<file path="src/rtl/rtc_pkg.sv">
package rtc_pkg;

  typedef struct packed {
    logic [7:0] yr;
    logic [7:0] mon;
    logic [7:0] date;
    logic [7:0] dow;
    logic [7:0] hr;
    logic [7:0] mins;
    logic [7:0] secs;
  } rtc_time_t;

  localparam rtc_time_t RESET_TIME = '{yr: 8'h00, mon: 8'h01, date: 8'h01,
                                       dow: 8'h01, hr: 8'h00, mins: 8'h00, secs: 8'h00};

  localparam logic [7:0] MASK_SEC  = 8'h7F;
  localparam logic [7:0] MASK_MIN  = 8'h7F;
  localparam logic [7:0] MASK_HR   = 8'h3F;
  localparam logic [7:0] MASK_DOW  = 8'h07;
  localparam logic [7:0] MASK_DATE = 8'h3F;
  localparam logic [7:0] MASK_MON  = 8'h1F;

  typedef enum logic [2:0] {
    OFF_CTL  = 3'd0,
    OFF_SEC  = 3'd1,
    OFF_MIN  = 3'd2,
    OFF_HR   = 3'd3,
    OFF_DOW  = 3'd4,
    OFF_DATE = 3'd5,
    OFF_MON  = 3'd6,
    OFF_YR   = 3'd7
  } rtc_off_e;

  function automatic logic [7:0] bcd_inc(input logic [7:0] v);
    if (v[3:0] == 4'd9) return {v[7:4] + 4'd1, 4'd0};
    return {v[7:4], v[3:0] + 4'd1};
  endfunction

  // 10*t + o is divisible by 4 when 2*t[0] + o[1:0] is 0 mod 4
  function automatic logic is_leap(input logic [7:0] yr);
    logic [1:0] s;
    s = {yr[4], 1'b0} + yr[1:0];
    return (s == 2'd0);
  endfunction

  function automatic logic [7:0] month_last(input logic [7:0] mon, input logic [7:0] yr);
    case (mon)
      8'h02:                      return is_leap(yr) ? 8'h29 : 8'h28;
      8'h04, 8'h06, 8'h09, 8'h11: return 8'h30;
      default:                    return 8'h31;
    endcase
  endfunction

  function automatic rtc_time_t next_time(input rtc_time_t t);
    rtc_time_t n;
    logic c;
    n = t;
    c = (t.secs == 8'h59);
    n.secs = c ? 8'h00 : bcd_inc(t.secs);
    if (c) begin
      c = (t.mins == 8'h59);
      n.mins = c ? 8'h00 : bcd_inc(t.mins);
    end
    if (c) begin
      c = (t.hr == 8'h23);
      n.hr = c ? 8'h00 : bcd_inc(t.hr);
    end
    if (c) begin
      n.dow  = (t.dow == 8'h07) ? 8'h01 : t.dow + 8'h01;
      c      = (t.date == month_last(t.mon, t.yr));
      n.date = c ? 8'h01 : bcd_inc(t.date);
    end
    if (c) begin
      c     = (t.mon == 8'h12);
      n.mon = c ? 8'h01 : bcd_inc(t.mon);
    end
    if (c) n.yr = (t.yr == 8'h99) ? 8'h00 : bcd_inc(t.yr);
    return n;
  endfunction

endpackage

</file>
<file path="src/rtl/rtc_time_core.sv">
module rtc_time_core
  import rtc_pkg::*;
(
  input  logic      clk_i,
  input  logic      rst_ni,
  input  logic      tick_i,
  input  logic      stop_i,
  input  logic      wrh_i,
  input  logic      load_i,
  input  logic      start_i,
  input  rtc_time_t load_val_i,
  output rtc_time_t cnt_o
);

  rtc_time_t cnt_q;
  logic      skip_q;
  logic      run;

  assign run = tick_i && !stop_i && !wrh_i;

  always_ff @(posedge clk_i or negedge rst_ni) begin
    if (!rst_ni) begin
      cnt_q  <= RESET_TIME;
      skip_q <= 1'b0;
    end else if (load_i) begin
      cnt_q  <= load_val_i;
      skip_q <= 1'b1;
    end else if (start_i) begin
      skip_q <= 1'b1;
    end else if (run) begin
      if (skip_q) skip_q <= 1'b0;
      else        cnt_q  <= next_time(cnt_q);
    end
  end

  assign cnt_o = cnt_q;

endmodule

</file>
<file path="src/rtl/rtc_hold_regs.sv">
module rtc_hold_regs
  import rtc_pkg::*;
#(
  parameter int ADDR_W = 17
) (
  input  logic              clk_i,
  input  logic              rst_ni,
  input  logic [ADDR_W-1:0] addr_i,
  input  logic              we_i,
  input  logic [7:0]        wdata_i,
  input  rtc_time_t         cnt_i,
  output rtc_time_t         hold_o,
  output logic              stop_o,
  output logic              wrh_o,
  output logic              rdh_o,
  output logic              load_o,
  output logic              start_o,
  output logic [7:0]        rdata_o
);

  localparam int OFF_W = 3;

  rtc_time_t  hold_q, hold_d;
  logic       stop_q, wrh_q, rdh_q, ft_q;
  logic       in_win, wr_en;
  rtc_off_e   off;
  logic [7:0] rd_d, rdata_q;

  assign in_win = &addr_i[ADDR_W-1:OFF_W];
  assign wr_en  = we_i && in_win;
  assign off    = rtc_off_e'(addr_i[OFF_W-1:0]);

  assign load_o  = wr_en && (off == OFF_CTL) && wrh_q && !wdata_i[7];
  assign start_o = wr_en && (off == OFF_SEC) && stop_q && !wdata_i[7];

  always_comb begin
    hold_d = hold_q;
    if (!(wrh_q || rdh_q)) hold_d = cnt_i;
    if (wr_en) begin
      case (off)
        OFF_SEC:  hold_d.secs = wdata_i & MASK_SEC;
        OFF_MIN:  hold_d.mins = wdata_i & MASK_MIN;
        OFF_HR:   hold_d.hr   = wdata_i & MASK_HR;
        OFF_DOW:  hold_d.dow  = wdata_i & MASK_DOW;
        OFF_DATE: hold_d.date = wdata_i & MASK_DATE;
        OFF_MON:  hold_d.mon  = wdata_i & MASK_MON;
        OFF_YR:   hold_d.yr   = wdata_i;
        default:  ;
      endcase
    end
  end

  always_ff @(posedge clk_i or negedge rst_ni) begin
    if (!rst_ni) begin
      hold_q <= RESET_TIME;
      stop_q <= 1'b1;
      wrh_q  <= 1'b0;
      rdh_q  <= 1'b0;
      ft_q   <= 1'b0;
    end else begin
      hold_q <= hold_d;
      if (wr_en && off == OFF_CTL) begin
        wrh_q <= wdata_i[7];
        rdh_q <= wdata_i[6];
      end
      if (wr_en && off == OFF_SEC) stop_q <= wdata_i[7];
      if (wr_en && off == OFF_DOW) ft_q   <= wdata_i[6];
    end
  end

  always_comb begin
    rd_d = 8'h00;
    if (in_win) begin
      case (off)
        OFF_CTL:  rd_d = {wrh_q, rdh_q, 6'b0};
        OFF_SEC:  rd_d = {stop_q, hold_q.secs[6:0]};
        OFF_MIN:  rd_d = hold_q.mins;
        OFF_HR:   rd_d = hold_q.hr;
        OFF_DOW:  rd_d = {1'b0, ft_q, hold_q.dow[5:0]};
        OFF_DATE: rd_d = hold_q.date;
        OFF_MON:  rd_d = hold_q.mon;
        OFF_YR:   rd_d = hold_q.yr;
        default:  rd_d = 8'h00;
      endcase
    end
  end

  always_ff @(posedge clk_i or negedge rst_ni) begin
    if (!rst_ni) rdata_q <= 8'h00;
    else         rdata_q <= rd_d;
  end

  assign hold_o  = hold_q;
  assign stop_o  = stop_q;
  assign wrh_o   = wrh_q;
  assign rdh_o   = rdh_q;
  assign rdata_o = rdata_q;

endmodule

</file>
<file path="src/rtl/bcd_rtc_window.sv">
module bcd_rtc_window
  import rtc_pkg::*;
#(
  parameter int ADDR_W = 17
) (
  input  logic              clk_i,
  input  logic              rst_ni,
  input  logic              tick_i,
  input  logic [ADDR_W-1:0] addr_i,
  input  logic              we_i,
  input  logic [7:0]        wdata_i,
  output logic [7:0]        rdata_o
);

  rtc_time_t cnt_w, hold_w;
  logic      stop_w, wrh_w, rdh_w, load_w, start_w;

  rtc_hold_regs #(.ADDR_W(ADDR_W)) u_regs (
    .clk_i   (clk_i),
    .rst_ni  (rst_ni),
    .addr_i  (addr_i),
    .we_i    (we_i),
    .wdata_i (wdata_i),
    .cnt_i   (cnt_w),
    .hold_o  (hold_w),
    .stop_o  (stop_w),
    .wrh_o   (wrh_w),
    .rdh_o   (rdh_w),
    .load_o  (load_w),
    .start_o (start_w),
    .rdata_o (rdata_o)
  );

  rtc_time_core u_core (
    .clk_i      (clk_i),
    .rst_ni     (rst_ni),
    .tick_i     (tick_i),
    .stop_i     (stop_w),
    .wrh_i      (wrh_w),
    .load_i     (load_w),
    .start_i    (start_w),
    .load_val_i (hold_w),
    .cnt_o      (cnt_w)
  );

endmodule

</file>
<file path="config.mk">
export PLATFORM = sky130hd
export DESIGN_NAME = bcd_rtc_window
export DESIGN_NICKNAME = d
export VERILOG_FILES = /design/src/rtl/rtc_pkg.sv /design/src/rtl/rtc_time_core.sv /design/src/rtl/rtc_hold_regs.sv /design/src/rtl/bcd_rtc_window.sv
export SDC_FILE = /design/constraint.sdc
export NUM_CORES = 1
export LEC_CHECK = 0
export BUFFER_PORTS_ARGS = -buffer_cell sky130_fd_sc_hd__buf_2
export CAP_MARGIN = 20
export CORE_MARGIN = 5
export CORE_UTILIZATION = 50
export DETAILED_ROUTE_END_ITERATION = 12
export PLACE_DENSITY = 0.78
export SLEW_MARGIN = 25
export SYNTH_ARGS = -nofsm -noshare
export SYNTH_HDL_FRONTEND = slang
export SYNTH_SLANG_ARGS = --single-unit
</file>
<file path="constraint.sdc">
create_clock -name clk_i -period 4.8 [get_ports clk_i]
set_input_delay 0.72 -clock clk_i [delete_from_list [all_inputs] [get_ports clk_i]]
set_output_delay 0.72 -clock clk_i [all_outputs]
set_load 0.005 [all_outputs]
</file>
==> results.md, run 1 <==
* Run status: finished, final reports clean
* XOR/XNOR Fraction of Synth Area at 0.0123
* Final hold vios at 0
* DR DRC count at 0
* Resized cells post-CTS at 0
* Simple-gate portion of the synthesized area at 0.260
* Commonest cells after routing, fill and taps aside: nand2_1, dfrtp_1, nor2_1, a21oi_1, a31oi_1
* Dpl ws at 1250 ps
* DRT antenna net count at 0
* Final worst setup slack at 1390 ps
* Yosys reg bits at between 100 and 150
* RSZ-0062 raised after global routing: no
* CTS Buf Count at 17
* Synth cell types at 65
* FP Rows at 43
* Largest family of logic cells by synthesized area: simple AND/OR/NAND/NOR gates
* Post-layout nets at about 900
* Max Clk Rate at 293 MHz
* Post-synthesis compound-gate area fraction at 0.165
* YS warnings at 0
* Drt via density at 6.29
* Max_cap viols at 0
* R2r setup slk at 1390 ps
* Final worst path period share at 0.710
* Cts-stage hold buffer count at 0
* Tot GR Track Use at 0.258
* Critical path class: flop to flop
* GPL Wtd Cong at just under 1
* I/O Buffers at 36
* Avg Cell Area, Syn at between 8 and 9 um2
* CTS sink count at 125
* Setup TNS at 0 ps
* Net count after synthesis at 883
* VDD IR-drop max at 270 uV
* Wirelength per Cell at between 15 and 20 um
* Asr flop ratio synth at 1.00
* Clk pin slew, worst setup/hold paths at ~50 ps
* Worst Reg-to-Reg Cells at 9
* Clock root buffer: clkbuf_16
* Sequential-to-total area share from yosys stat at 0.442
* # Post-CTS Setup Buffers at 0
* Worst setup path start: u_core.cnt_o[9]
* Crit start category: flop
* Worst Path Max Fanout at 15
* Worst Path Arrival at 3720 ps
* Post-Layout Cell Count at roughly 1000
* Initial Utilization at 0.512
* Max Slew Vio Count at 0
* DR iter-0 viols at 683
* First-pass GRT wire length at between 30000 and 40000 um
* Ant diodes at 0
* LEAKAGE at about 3.5 nW
* Worst skew pair latency at 430 ps
* Reg-to-Reg End: u_core.cnt_o[54]
* Commonest non-fill, non-tap cell in the layout: nand2_1
* Number of global-route vias before repair at 6092
* Share of cells above drive strength 1 at 0.128
* Worst setup EP type: flop
* Final WL at 20700 um
* R2r startpoint: u_core.cnt_o[9]
* Top FF cell, synth: dfrtp_1
* Drt first pass iters at 8
* DR vias at 6603
* P per Cell Area at 327 nW/um2
* Max Clock Skew at 5.36 ps
* Io pins at 37
* Htree depth at 4
* Layout area overhead at 13.3%
* Post-synth EDFFs at 0
* Mux share of post-synthesis cell area at 0.0495
* Largest net degree at the start of global routing at 46
* FILL cells at between 1000 and 1500
* Worst-margin pin slew at about 730 ps
* Core Area at 13900 um2
* DIE HEIGHT at 129 um
* Post-DP Area at 7430 um2
* Cells after Synth at 833
* HPWL Detailed at 14000 um
* GR Overflow Total at 0
* Design Area, Final at slightly above 8000 um2
* Die span in x at 129 um
* Antenna violations before repair at 0
* CP required at 5110 ps
* Rel. slew slack at 0.509
* Setup-failing EPs final at 0
* Synth Area in Adders at 0.0370
* Die area at 16700 um2
* Maximum clock insertion buffer count at 2
* Mapped Area at between 7000 and 8000 um2
* Crit path time final at approximately 3400 ps
* Placed cell count at 1017
* Hold crit path type: primary input to asynchronous set/reset pin
* CTS tree: yes
* Total power at roughly 2.6 mW
cells by family after synthesis:
logic type | after synthesis
and+or+nand+nor | 392
AOI/OAI and AO/OA | 195
DFF | 125
buffers and inverters | 61
muxes | 29
adders and majority gates | 21
xor gates and xnor gates | 10
worst max path at each step:
stage / slack (ps) / endpoint
after global routing: 1280 / u_core.cnt_o[54]
after detailed placement: 1250 / u_core.cnt_o[54]
final: 1390 / u_core.cnt_o[54]
after CTS: 1440 / u_core.cnt_o[54]
after floorplan: 1900 / u_core.cnt_o[54]
after global placement: 1360 / u_core.cnt_o[54]
worst max-delay path, stage by stage (launching register included):
cell	delay [ps]
dfrtp_1	420
inv_1	70
ha_1	150
and3b_1	310
nand4_1	200
or3_1	530
or4b_1	860
nor3_1	420
a21boi_0	160
o22a_1	190
power breakdown:
| part | internal, mW | switching [mW] | leakage (nW) |
|---|---|---|---|
| combinational | 0.0613 | 0.0984 | 1.56 |
| sequential | 1.09 | 0.0508 | 1.66 |
| clock | 0.868 | 0.462 | 0.301 |
| total | 2.02 | 0.611 | 3.52 |
final cells by class:
cell class,count,area [um2],area share
clock buffer,25,495,0.0616
clock inverter,7,110,0.0137
inverter,17,63.8,0.00793
multi-input combinational,647,3740,0.465
sequential,125,3140,0.390
tap,180,225,0.0280
timing repair buffer,48,273,0.0339
layer usage:
layer	vias up	GRT usage	part of all wire
met5	-	0	0
met4	0	0.104	0.029
met3	54	0.0651	0.089
met2	353	0.390	0.46
met1	3172	0.358	0.42
li1	3024	-	-
cells in the mapped netlist, drive strengths merged (2+ instances only):
library cell    n  area share
or2             2      0.0018
nor4b           5      0.0092
xnor2           4      0.0049
nor2b           7      0.0062
nand2         161       0.085
dfstp           7       0.026
or4             4      0.0042
nand4          11      0.0097
nor2           97       0.051
nor3b           8      0.0085
a31oi          46       0.041
a21oi          54       0.038
dfrtp         118        0.42
and3b           4      0.0049
a211oi          8      0.0085
or4b            4      0.0056
nor4            3      0.0035
nor3           25       0.019
inv            16      0.0085
a22oi           4      0.0042
o211ai          8      0.0085
and3            6      0.0055
o21ai          46       0.032
xor2            6      0.0074
a221o           4      0.0056
a21boi          5      0.0053
buf             9      0.0067
nand2b          3      0.0026
a22o            2      0.0025
mux4            4       0.013
mux2            9       0.014
mux2i          16       0.023
nand3          37       0.026
o22ai           6      0.0053
o21a            3      0.0032
or3             4      0.0035
ha             21       0.037
clkbuf         35       0.019
nand3b          6      0.0063
through the flow:
stage	hold WS (ps)	util
6_report	318	0.580
3_3_place_gp	457	0.535
4_1_cts	330	0.579
3_5_place_dp	466	0.535
2_1_floorplan	424	-
5_1_grt	358	0.580
registers in the layout, indices dropped and copies added, names as in the netlist:
register        count
u_core.cnt_o       56
u_regs.ft_q         1
u_core.skip_q       1
u_regs.hold_o      56
u_regs.rdh_o        1
u_regs.wrh_o        1
u_regs.stop_o       1
u_regs.rdata_o      8
Power figures use the tool's default switching activity.
==> run 2: changes to the inputs <==
==> constraint.sdc (replaced) <==
create_clock -name clk_i -period 3.55 [get_ports clk_i]
set_input_delay 0.5325 -clock clk_i [delete_from_list [all_inputs] [get_ports clk_i]]
set_output_delay 0.5325 -clock clk_i [all_outputs]
set_load 0.005 [all_outputs]
==> run 2 against run 1 <==
  * Count of clock-buffer cells in the layout fell by 7
  * Register-to-register slack got worse by 1000 ps
  * Critical path depth did not move
  * Flip-flop and latch count did not move
  * Sequential share of layout area fell by 0.76 points
  * Critical path type unchanged
  * Highest routed layer unchanged
  * Die area did not move
  * Non-clock buffer count rose by 5
  * Global-route usage rose by 0.27 points
  * Worst hold slack got worse by 150 ps
  * Largest cell class unchanged
  * Combinational power rose by 35%
  * Core utilization rose by 1.1 points
  * Clock power rose by 56%
==> results.md, run 2 (same netlist as run 1, synthesis figures left out) <==
* I/O Buffers at 36 (unchanged)
* FP Rows at 43 (unchanged)
* Run status: finished, final reports clean
* Htree depth at 4 (unchanged)
* Antenna violations before repair at 0 (unchanged)
* Tot GR Track Use at 0.261 (+0.00273)
* Largest net degree at the start of global routing at 86 (+87%)
* Worst Path Max Fanout at 10 (-5)
* Design Area, Final at 8200 um2 (+2.0%)
* Worst skew pair latency at 430 ps (about the same)
* DRT antenna net count at 0 (unchanged)
* Crit path time final at 3160 ps (-247 ps)
* Total power at 3.83 mW (+46%)
* Final worst setup slack at 388 ps (-1000 ps)
* RSZ-0062 raised after global routing: no
* CTS Buf Count at 17 (unchanged)
* Clk pin slew, worst setup/hold paths at 60 ps (about the same)
* Crit start category: flop
* # Post-CTS Setup Buffers at 0 (unchanged)
* Worst-margin pin slew at 832 ps (+98.6 ps)
* DR vias at 6543 (-0.91%)
* LEAKAGE at 3.58 nW (+1.5%)
* Cts-stage hold buffer count at 0 (unchanged)
* HPWL Detailed at 13900 um (-0.20%)
* Critical path class: flop to flop
* GR Overflow Total at 0 (unchanged)
* DR iter-0 viols at 732 (+7.2%)
* Post-DP Area at 7500 um2 (+0.89%)
* Maximum clock insertion buffer count at 2 (unchanged)
* Drt via density at 6.20 (-1.5%)
* P per Cell Area at 467 nW/um2 (+43%)
* Worst setup EP type: flop
* First-pass GRT wire length at 33900 um (+2.0%)
* Wirelength per Cell at 19.3 um (-2.1%)
* Placed cell count at 1022 (+0.49%)
* DIE HEIGHT at 129 um (unchanged)
* GRT Max-Usage Layer: met2
* Final worst path period share at 0.891 (+0.181)
* Rel. slew slack at 0.441 (-0.0684)
* Resized cells post-CTS at 0 (unchanged)
* Clock root buffer: clkbuf_16
* Post-Layout Cell Count at 1055 (+0.57%)
* Max_cap viols at 0 (unchanged)
* R2r setup slk at 390 ps (-1000 ps)
* GPL Wtd Cong at 0.926 (-4.5%)
* Commonest non-fill, non-tap cell in the layout: nand2_1
* Dpl ws at 400 ps (-848 ps)
* Share of cells above drive strength 1 at 0.137 (+0.00957)
* Max Clock Skew at 9.37 ps (+4.01 ps)
* Final hold vios at 0 (unchanged)
* Final WL at 20400 um (-1.6%)
* Hold crit path type: primary input to asynchronous set/reset pin
* Core Area at 13900 um2 (unchanged)
* VDD IR-drop max at 438 uV (+62%)
* Max Slew Vio Count at 0 (unchanged)
* Routing usage on met1 at 0.350 (-0.00783)
* Layout area overhead at 15.5%
* Number of global-route vias before repair at 6419 (+5.4%)
* Setup TNS at 0 ps (unchanged)
* CTS sink count at 125 (unchanged)
* Die area at 16700 um2 (unchanged)
* DR DRC count at 0 (unchanged)
* Worst hold margin at 169 ps (-149 ps)
* Initial Utilization at 0.512 (unchanged)
* GRT met3 Usage at 0.0705 (+0.00536)
* Final core utilization at 0.591 (+0.0114)
* Met2 usage at 0.402 (+0.0119)
* Commonest cells after routing, fill and taps aside: nand2_1, dfrtp_1, nor2_1, a21oi_1, a31oi_1
* Die span in x at 129 um (unchanged)
* Max Clk Rate at 316 MHz (+7.8%)
* Worst Path Arrival at 3500 ps (-220 ps)
* Drt first pass iters at 8 (unchanged)
* CTS tree: yes
* Setup-failing EPs final at 0 (unchanged)
* Post-layout nets at 911 (+0.55%)
* Io pins at 37 (unchanged)
* CP required at 3890 ps (-1220 ps)
==> run 2: routing by layer <==
metal | vias up | routed length, um | part of all wire
li1 | 3041 | - | -
met2 | 272 | 9570 | 0.47
met3 | 58 | 1710 | 0.084
met4 | 0 | 625 | 0.031
met5 | - | 0 | 0
met1 | 3172 | 8500 | 0.42
==> run 2: final cells by class <==
type	count	area, um2
Antenna cell	1	2.50
Clock buffer	18	439
Clock inverter	14	263
Fill cell	1207	5680
Inverter	17	63.8
Multi-Input combinational cell	647	3730
Sequential cell	125	3140
Tap cell	180	225
Timing Repair Buffer	53	339
==> run 2: final timing paths <==
kind	to	depth (start not counted)	startpoint
setup / recovery	u_core.cnt_o[46]	9	u_core.cnt_o[9]
hold / removal	u_regs.hold_o[34]	1	rst_ni
setup reg to reg	u_core.cnt_o[46]	9	u_core.cnt_o[9]
hold reg to reg	u_core.cnt_o[32]	2	u_regs.hold_o[32]
max in group asynchronous	u_core.cnt_o[32]	2	rst_ni
min in group clk_i	u_regs.hold_o[24]	3	wdata_i[0]
==> run 2: critical path, cell delays in order (launching register included) <==
cell and delay, ps:
dfrtp_1 420, inv_1 80, ha_1 150, and3b_1 280, nand4_1 190, or3_1 400, or4b_1 740, buf_4 250
or3_1 360, a31oi_1 200
==> run 2: where the power goes <==
part | total [mW] | switching, mW | internal (mW)
registers | 1.54 | 0.0668 | 1.48
clock network | 2.07 | 0.666 | 1.41
logic | 0.216 | 0.130 | 0.0867
